**src/rtl/ivc_pkg.sv**
```systemverilog
// Package: shared register word indices for the vectored interrupt controller.
// Assumes word-aligned access; the index is address bits [4:2].
package ivc_pkg;
    typedef enum logic [2:0] {
        W_STATUS = 3'd0,
        W_PEND   = 3'd1,
        W_ENABLE = 3'd2,
        W_ACK    = 3'd3,
        W_ENSET  = 3'd4,
        W_ENCLR  = 3'd5,
        W_VECTOR = 3'd6,
        W_MASTER = 3'd7
    } ivc_word_e;

    localparam int unsigned REG_W = 32;
endpackage

```
**src/rtl/ivc_capture.sv**
```systemverilog
// Module: per-line trigger detection and status latching.
// Edge lines latch on a rise versus the last registered sample; level lines
// latch every cycle they are high. Acknowledge clears; an edge rise beats an
// acknowledge in the same cycle, an acknowledge beats a level set.
// Assumes the lines are already synchronous to clk.
module ivc_capture #(
    parameter int unsigned NUM_SRC   = 8,
    parameter logic [31:0] KIND_MASK = 32'h0
) (
    input  logic               clk,
    input  logic               rst_n,
    input  logic [NUM_SRC-1:0] src_i,
    input  logic [NUM_SRC-1:0] ack_i,
    output logic [NUM_SRC-1:0] status_o
);
    localparam logic [NUM_SRC-1:0] EDGE_K = KIND_MASK[NUM_SRC-1:0];

    logic [NUM_SRC-1:0] src_q;
    logic [NUM_SRC-1:0] set_edge;
    logic [NUM_SRC-1:0] set_lvl;

    // Purpose: form per-line set requests from the two trigger kinds.
    always_comb begin
        set_edge = src_i & ~src_q & EDGE_K;
        set_lvl  = src_i & ~EDGE_K;
    end

    // Purpose: keep the previous sample and update the status bits.
    always_ff @(posedge clk) begin
        if (!rst_n) begin
            src_q    <= '0;
            status_o <= '0;
        end else begin
            src_q    <= src_i;
            status_o <= (status_o & ~ack_i) | set_edge | (set_lvl & ~ack_i);
        end
    end

    // an edge status bit not being acknowledged stays set.
    p_edge_hold_r2: assert property (@(posedge clk) disable iff (!rst_n)
        1'b1 |=> ((status_o & $past(status_o & ~ack_i & EDGE_K))
                  == $past(status_o & ~ack_i & EDGE_K)));

    // an acknowledged level bit reads cleared after the edge.
    p_ack_level_r3: assert property (@(posedge clk) disable iff (!rst_n)
        ((ack_i & ~EDGE_K) != '0) |=> ((status_o & $past(ack_i & ~EDGE_K)) == '0));
endmodule

```
**src/rtl/ivc_prio.sv**
```systemverilog
// Module: fixed-priority encoder, lowest index wins.
// Assumes NUM_SRC >= 1; idx_o is meaningful only when hit_o is set.
module ivc_prio #(
    parameter int unsigned NUM_SRC = 8,
    localparam int unsigned IDX_W  = (NUM_SRC > 1) ? $clog2(NUM_SRC) : 1
) (
    input  logic [NUM_SRC-1:0] req_i,
    output logic               hit_o,
    output logic [IDX_W-1:0]   idx_o
);
    // Purpose: scan from the top so the lowest set bit is the last to win.
    always_comb begin
        hit_o = 1'b0;
        idx_o = '0;
        for (int i = NUM_SRC - 1; i >= 0; i--) begin
            if (req_i[i]) begin
                hit_o = 1'b1;
                idx_o = IDX_W'(i);
            end
        end
    end
endmodule

```
**src/rtl/irq_vec_ctrl.sv**
```systemverilog
// Module: vectored interrupt controller top.
// Holds the enable and master control registers, decodes register writes,
// muxes reads and registers the request output. Writes take effect on the
// edge where reg_wr_i is high; reads are combinational on reg_addr_i.
// Assumes 1 <= NUM_SRC <= 32.
module irq_vec_ctrl
    import ivc_pkg::*;
#(
    parameter int unsigned NUM_SRC   = 8,
    parameter logic [31:0] KIND_MASK = 32'hFFFF_FF0F
) (
    input  logic               clk,
    input  logic               rst_n,
    input  logic [NUM_SRC-1:0] irq_src_i,
    input  logic [4:0]         reg_addr_i,
    input  logic               reg_wr_i,
    input  logic [31:0]        reg_wdata_i,
    output logic [31:0]        reg_rdata_o,
    output logic               irq_req_o
);
    localparam int unsigned IDX_W = (NUM_SRC > 1) ? $clog2(NUM_SRC) : 1;

    ivc_word_e          word;
    logic [NUM_SRC-1:0] wmask;
    logic [NUM_SRC-1:0] ack_vec;
    logic [NUM_SRC-1:0] status;
    logic [NUM_SRC-1:0] en_q;
    logic [NUM_SRC-1:0] pending;
    logic [1:0]         master_q;
    logic               vec_hit;
    logic [IDX_W-1:0]   vec_idx;
    logic [31:0]        vector;

    // Purpose: decode the word index and the per-line write data.
    always_comb begin
        word    = ivc_word_e'(reg_addr_i[4:2]);
        wmask   = reg_wdata_i[NUM_SRC-1:0];
        ack_vec = (reg_wr_i && word == W_ACK) ? wmask : '0;
    end

    ivc_capture #(.NUM_SRC(NUM_SRC), .KIND_MASK(KIND_MASK)) u_capture (
        .clk      (clk),
        .rst_n    (rst_n),
        .src_i    (irq_src_i),
        .ack_i    (ack_vec),
        .status_o (status)
    );

    // Purpose: update the enable and master registers from writes.
    always_ff @(posedge clk) begin
        if (!rst_n) begin
            en_q     <= '0;
            master_q <= 2'b00;
        end else if (reg_wr_i) begin
            case (word)
                W_ENABLE: en_q     <= wmask;
                W_ENSET:  en_q     <= en_q | wmask;
                W_ENCLR:  en_q     <= en_q & ~wmask;
                W_MASTER: master_q <= reg_wdata_i[1:0];
                default:  ;
            endcase
        end
    end

    assign pending = status & en_q;

    ivc_prio #(.NUM_SRC(NUM_SRC)) u_prio (
        .req_i (pending),
        .hit_o (vec_hit),
        .idx_o (vec_idx)
    );

    assign vector = vec_hit ? 32'(vec_idx) : 32'hFFFF_FFFF;

    // Purpose: register the gated request output.
    always_ff @(posedge clk) begin
        if (!rst_n) irq_req_o <= 1'b0;
        else        irq_req_o <= (|pending) & master_q[0] & master_q[1];
    end

    // Purpose: select the read data for the addressed word.
    always_comb begin
        case (word)
            W_STATUS: reg_rdata_o = 32'(status);
            W_PEND:   reg_rdata_o = 32'(pending);
            W_ENABLE: reg_rdata_o = 32'(en_q);
            W_VECTOR: reg_rdata_o = vector;
            W_MASTER: reg_rdata_o = {30'd0, master_q};
            default:  reg_rdata_o = 32'd0;
        endcase
    end

    // enable-set makes the written bits 1.
    p_enset_r5: assert property (@(posedge clk) disable iff (!rst_n)
        (reg_wr_i && word == W_ENSET) |=> ((en_q & $past(wmask)) == $past(wmask)));

    // enable-clear makes the written bits 0.
    p_enclr_r5: assert property (@(posedge clk) disable iff (!rst_n)
        (reg_wr_i && word == W_ENCLR) |=> ((en_q & $past(wmask)) == '0));

    // nothing pending gives the all-ones vector.
    p_vec_none_r8: assert property (@(posedge clk) disable iff (!rst_n)
        (pending == '0) |-> (vector == 32'hFFFF_FFFF));

    // the vector names a pending line with none below it.
    p_vec_low_r8: assert property (@(posedge clk) disable iff (!rst_n)
        (pending != '0) |-> (pending[vec_idx] &&
            ((pending & ~({NUM_SRC{1'b1}} << vec_idx)) == '0)));

    // request only when both master bits and some pending line were present.
    p_irq_gate_r10: assert property (@(posedge clk) disable iff (!rst_n)
        ($past(rst_n) && irq_req_o) |->
            ($past(master_q) == 2'b11 && $past(pending) != '0));

    // gated pending produces the request one edge later.
    p_irq_follow_r10: assert property (@(posedge clk) disable iff (!rst_n)
        ((|pending) && master_q == 2'b11) |=> irq_req_o);

    // reset clears enable, master and request.
    p_reset_r11: assert property (@(posedge clk)
        !rst_n |=> (en_q == '0 && master_q == 2'b00 && !irq_req_o));
endmodule

```
**config.mk**
```make
export PLATFORM = sky130hd
export DESIGN_NAME = irq_vec_ctrl
export DESIGN_NICKNAME = d
export VERILOG_FILES = /design/src/rtl/ivc_pkg.sv /design/src/rtl/ivc_capture.sv /design/src/rtl/ivc_prio.sv /design/src/rtl/irq_vec_ctrl.sv
export SDC_FILE = /design/constraint.sdc
export NUM_CORES = 1
export LEC_CHECK = 0
export CAP_MARGIN = 25
export CORE_MARGIN = 2
export CORE_UTILIZATION = 38
export DETAILED_ROUTE_END_ITERATION = 8
export PLACE_DENSITY = 0.81
export SYNTH_ARGS = -nofsm -noshare
export SYNTH_HDL_FRONTEND = slang
export SYNTH_SLANG_ARGS = --single-unit
```
**constraint.sdc**
```tcl
create_clock -name clk -period 2.8 [get_ports clk]
set_input_delay 0.56 -clock clk [delete_from_list [all_inputs] [get_ports clk]]
set_output_delay 0.56 -clock clk [all_outputs]
set_load 0.01 [all_outputs]
```
# Word level (Yosys, flattened, before mapping)
# Index checks and enable logic that the tools add are counted.
# word_totals
register_bits	23
inputBits	48
output_inout_bits	33
word_cells	51
# op_classes
muxes	20
reduce_logical	6
eq_ne	7
bitwise_logic	13
# op_table
operator	count
$pmux 32 s5	1
$and 8x8->8	4
$mux 32	1
$mux 3	8
$pmux 8 s3	1
$not 8->8	2
$or 8x8->8	2
$eq 3x3->1 const B	4
$mux 1	8
$mux 8	1
$or 8x4->8	1
$reduce_or 8->1	1
$eq 3x2->1 const B	2
$and 4x4->4	1
$not 4->4	1
$reduce_and 2->1	2
$eq 3x1->1 const B	1
$logic_not 3->1	1
$reduce_bool 3->1	1
$and 1x1->1	2
$logic_and 1x1->1	1

# Longest topological paths before layout
# logic_depth
depth_word	11
ltp_mapped	7
ltp_nobuf	5

# By module
# From an unflattened synthesis, not the netlist that was laid out.
# hier_totals
hier_cells	218
hier_area_um2	1716.6
# modules_own_cells
mod	cells_per_inst	area_per_inst_um2	seq_area_each_um2	n_inst
irq_vec_ctrl	168	1213.7	220.2	1
ivc_capture	37	422.9	240.2	1
ivc_prio	13	80.1	0.0	1

# Worst setup path before layout
# Ideal clock, no wire load.
# synth_timing
path_type	input -> output
start	input reg_addr_i[2]
end	output reg_rdata_o[10]
t_required_ns	2.240
stages	6
t_arrival_ns	2.047
path_slack_ns	0.193
cell_sequence	nand2b_1 buf_6 a211o_1 buf_6 nor2_2 buf_4
# synth_via
elab_chain_len	2
# synth_lines
element	line	text
start, declared	irq_vec_ctrl.sv:15	input logic [4:0] reg_addr_i,
$eq 3x3->1, or another cell as far along	irq_vec_ctrl.sv:83	case (word)
$pmux 32 s5 (*)	irq_vec_ctrl.sv:83	
end, declared	irq_vec_ctrl.sv:18	output logic [31:0] reg_rdata_o,
# Every way passes the cells marked *; elsewhere a longest branch is shown, timed or not.

# Final worst setup path
# layout_timing
start	input reg_addr_i[2]
end	output reg_rdata_o[3]
# Same word-level chain as after synthesis.

==> results.md <==
- Final Util: 54.7%
- Final nets: 256
- DIE AREA: 0.00411 mm^2
- First-pass GRT wire length: 5600 um
- CTS tree: done
- Clock root buffer: clkbuf_4
- Worst setup SP type: input pin
- Clk pwr share: 22.1%
- Drt pass-1 iters: 4
- Worst min path class: flop to flop
- Worst skew pair latency: 0.30 ns
- Data arrival time of the critical path: 2.17 ns
- Iter 0 DRT Violations: 64
- Die Wd: 64.1 um
- Count of different cell masters after synthesis: 30
- DR vias: 1350
- CTS buffer count: 3
- Vias in the first global route: 1251
- Pin count of the biggest net entering global routing: 25
- Switching fraction of total power: 28.9%
- Final hold vios: 0
- Final Cycle Share: 97.6%
- Mapped cell area: 0.00137 mm^2
- Period minus WS final: 2.73 ns
- Max-cap violations: 0
- RSZ-0062 raised after global routing: no
- Gr usage total: 17.3%
- Layout area overhead: 36.1%
- Post-synthesis sequential area ratio: 33.5%
- Starting density of the core: 40.2%
- GRT overflow: 0
- H-Tree Depth: 1
- TNS Setup: 0 ns
- Clock buffer depth: 2
- Drt total wl: 3490 um
- Required time of the worst setup path: 2.24 ns
- Synthesized Nets: 214
- Row count: 21
- Status: finished, final reports clean
- Synth Instances: 166
- Leak pwr: 0.827 nW
- Synthesized area per cell: 8.28 um^2
- Power share of the sequential group: 51.6%
- Core box area: 0.00342 mm^2
- Reg clk slew, reported paths: 0.13 ns
- Slew HR: 56.8%
- Routed Antenna Nets: 0
- Final Setup Violations: 0
- Vias per cell: 5.34
- Initial antenna violation count: 0
- Clk sink count: 23
- Die Ht: 64.1 um
- Max-slew violation count: 0
- Fill count: 356
- Worst Setup End Kind: output port
- IO Count: 81
- Tightest Pin Transition: 0.645 ns
- Comb power frac: 26.3%
- Count of state elements after synthesis: 23
- Fraction of layout cells with a size suffix above 1: 12.6%
- Antenna cells: 0
- CP Class: input pin to output port
- Final Wtd Congestion: 0.880
- DRC: 0
- Internal Power: 0.000496 W
- Worst-path maximum fanout: 6
- Sw power: 0.000202 W
- Worst vdd ir: 0.000248 V
- PortBufs: 54
- Final clock skew: 0.000961 ns
- Fmax: 0.366 GHz
- WL/cell: 13.8 um
- HPWL after detailed placement: 2550 um
- P per Cell Area: 373 mW/mm^2
- Synth Warn #: 0
-- synthesized netlist by cell type (all sizes together) --
| cell | n | area share [%] |
|---|---|---|
| nor2 | 5 | 1.5 |
| nand2b | 2 | 1.1 |
| a22oi | 11 | 6.0 |
| xnor2 | 1 | 0.64 |
| nor2b | 5 | 2.3 |
| a2111o | 1 | 0.82 |
| and4 | 1 | 0.73 |
| dfxtp | 23 | 34 |
| and2 | 5 | 2.3 |
| nand2 | 10 | 2.7 |
| a211o | 1 | 0.64 |
| inv | 9 | 2.5 |
| o22ai | 6 | 2.7 |
| a21boi | 2 | 1.1 |
| a21oi | 9 | 3.3 |
| o21a | 4 | 2.2 |
| o21ai | 22 | 8.0 |
| clkbuf | 4 | 1.2 |
| nand3 | 5 | 1.8 |
| nor3 | 1 | 0.73 |
| nand4b | 1 | 0.64 |
| and3 | 1 | 0.55 |
| buf | 27 | 16 |
| a31oi | 1 | 0.91 |
| a32o | 9 | 6.6 |
-- layout by cell type, fill, tap and decap left out, types with 2 or more instances in the layout --
cell type,instances
clkbuf_4,3
a22oi_1,11
o21ai_1,10
o22ai_1,6
a32o_1,9
nand2_1,10
inv_1,9
nor2_1,4
dfxtp_1,23
o21ai_0,12
nand3_1,5
and2_1,5
a21boi_0,2
o21a_1,4
dlygate4sd2_1,31
buf_4,12
nor2b_1,5
a21oi_1,9
clkdlybuf4s50_1,21
-- metal layers --
layer	track usage, %	up-vias	wire [um]	part of all wire [%]
li1	-	662	-	-
met3	1.41	8	268	7.7
met1	20.7	605	1410	40
met4	9.04	0	78	2.2
met2	30.5	75	1730	50
met5	0	-	0	0
-- critical path: stages --
cell and delay [ns]:
clkdlybuf4s50_1 0.44, nand2b_4 0.16, a211o_4 0.35, buf_4 0.15, o22ai_1 0.20, dlygate4sd2_1 0.30
-- repair_timing --
item,in CTS,in global routing
buffers inserted,0,0
hold buffers,0,0
resized for setup,36,4
setup endpoints to repair,32,5
-- power groups by stage --
stage / sequential [W] / clock, W / combinational (W)
2_1_floorplan: 0.000363 / 0 / 0.000109
3_5_place_dp: 0.000366 / 0 / 0.000198
6_report: 0.000360 / 0.000154 / 0.000183
4_1_cts: 0.000359 / 0.000160 / 0.000183
3_3_place_gp: 0.000366 / 0 / 0.000194
5_1_grt: 0.000362 / 0.000175 / 0.000199
-- stage by stage --
step	hold WS [ns]	total power, W	std cells	cell area, um^2	worst slack (ns)
6_report	0.477	0.000698	253	1870	0.0666
5_1_grt	0.508	0.000737	253	1870	0.00704
4_1_cts	0.483	0.000703	253	1860	0.00702
3_5_place_dp	0.466	0.000564	249	1860	-0.263
3_3_place_gp	0.464	0.000560	249	1860	-0.239
2_1_floorplan	0.436	0.000471	166	1370	0.193
-- kinds of logic after synthesis --
family                    after synthesis  synth area share, %
AOI/OAI and AO/OA                      66                 32.2
buffers and inverters                  40                 19.2
and+or+nand+nor                        36                 14.4
DFF                                    23                 33.5
xor gates and xnor gates                1                0.638
-- layout make-up --
cell class | instances | area, um^2 | area share (%)
Inverter | 9 | 33.8 | 1.81
Tap cell | 46 | 57.6 | 3.08
Clock buffer | 4 | 26.3 | 1.41
Sequential cell | 23 | 460 | 24.6
Timing Repair Buffer | 68 | 621 | 33.2
Multi-Input combinational cell | 103 | 671 | 35.9
-- flip-flops by register name, summed over array words and instances, names as in the netlist --
signal and cells:
u_capture.src_q 4, master_q 2, en_q 8, irq_req_o 1, u_capture.status_o 8
-- final timing paths --
kind                              start             end  slack [ns]  cells after the start
setup / recovery          reg_addr_i[2]  reg_rdata_o[3]        0.07                      6
hold / removal              master_q[0]       irq_req_o        0.48                      2
setup reg to reg  u_capture.status_o[2]       irq_req_o        1.47                      5
hold reg to reg             master_q[0]       irq_req_o        0.48                      2
Note: power is estimated with default switching activity, not from simulation.
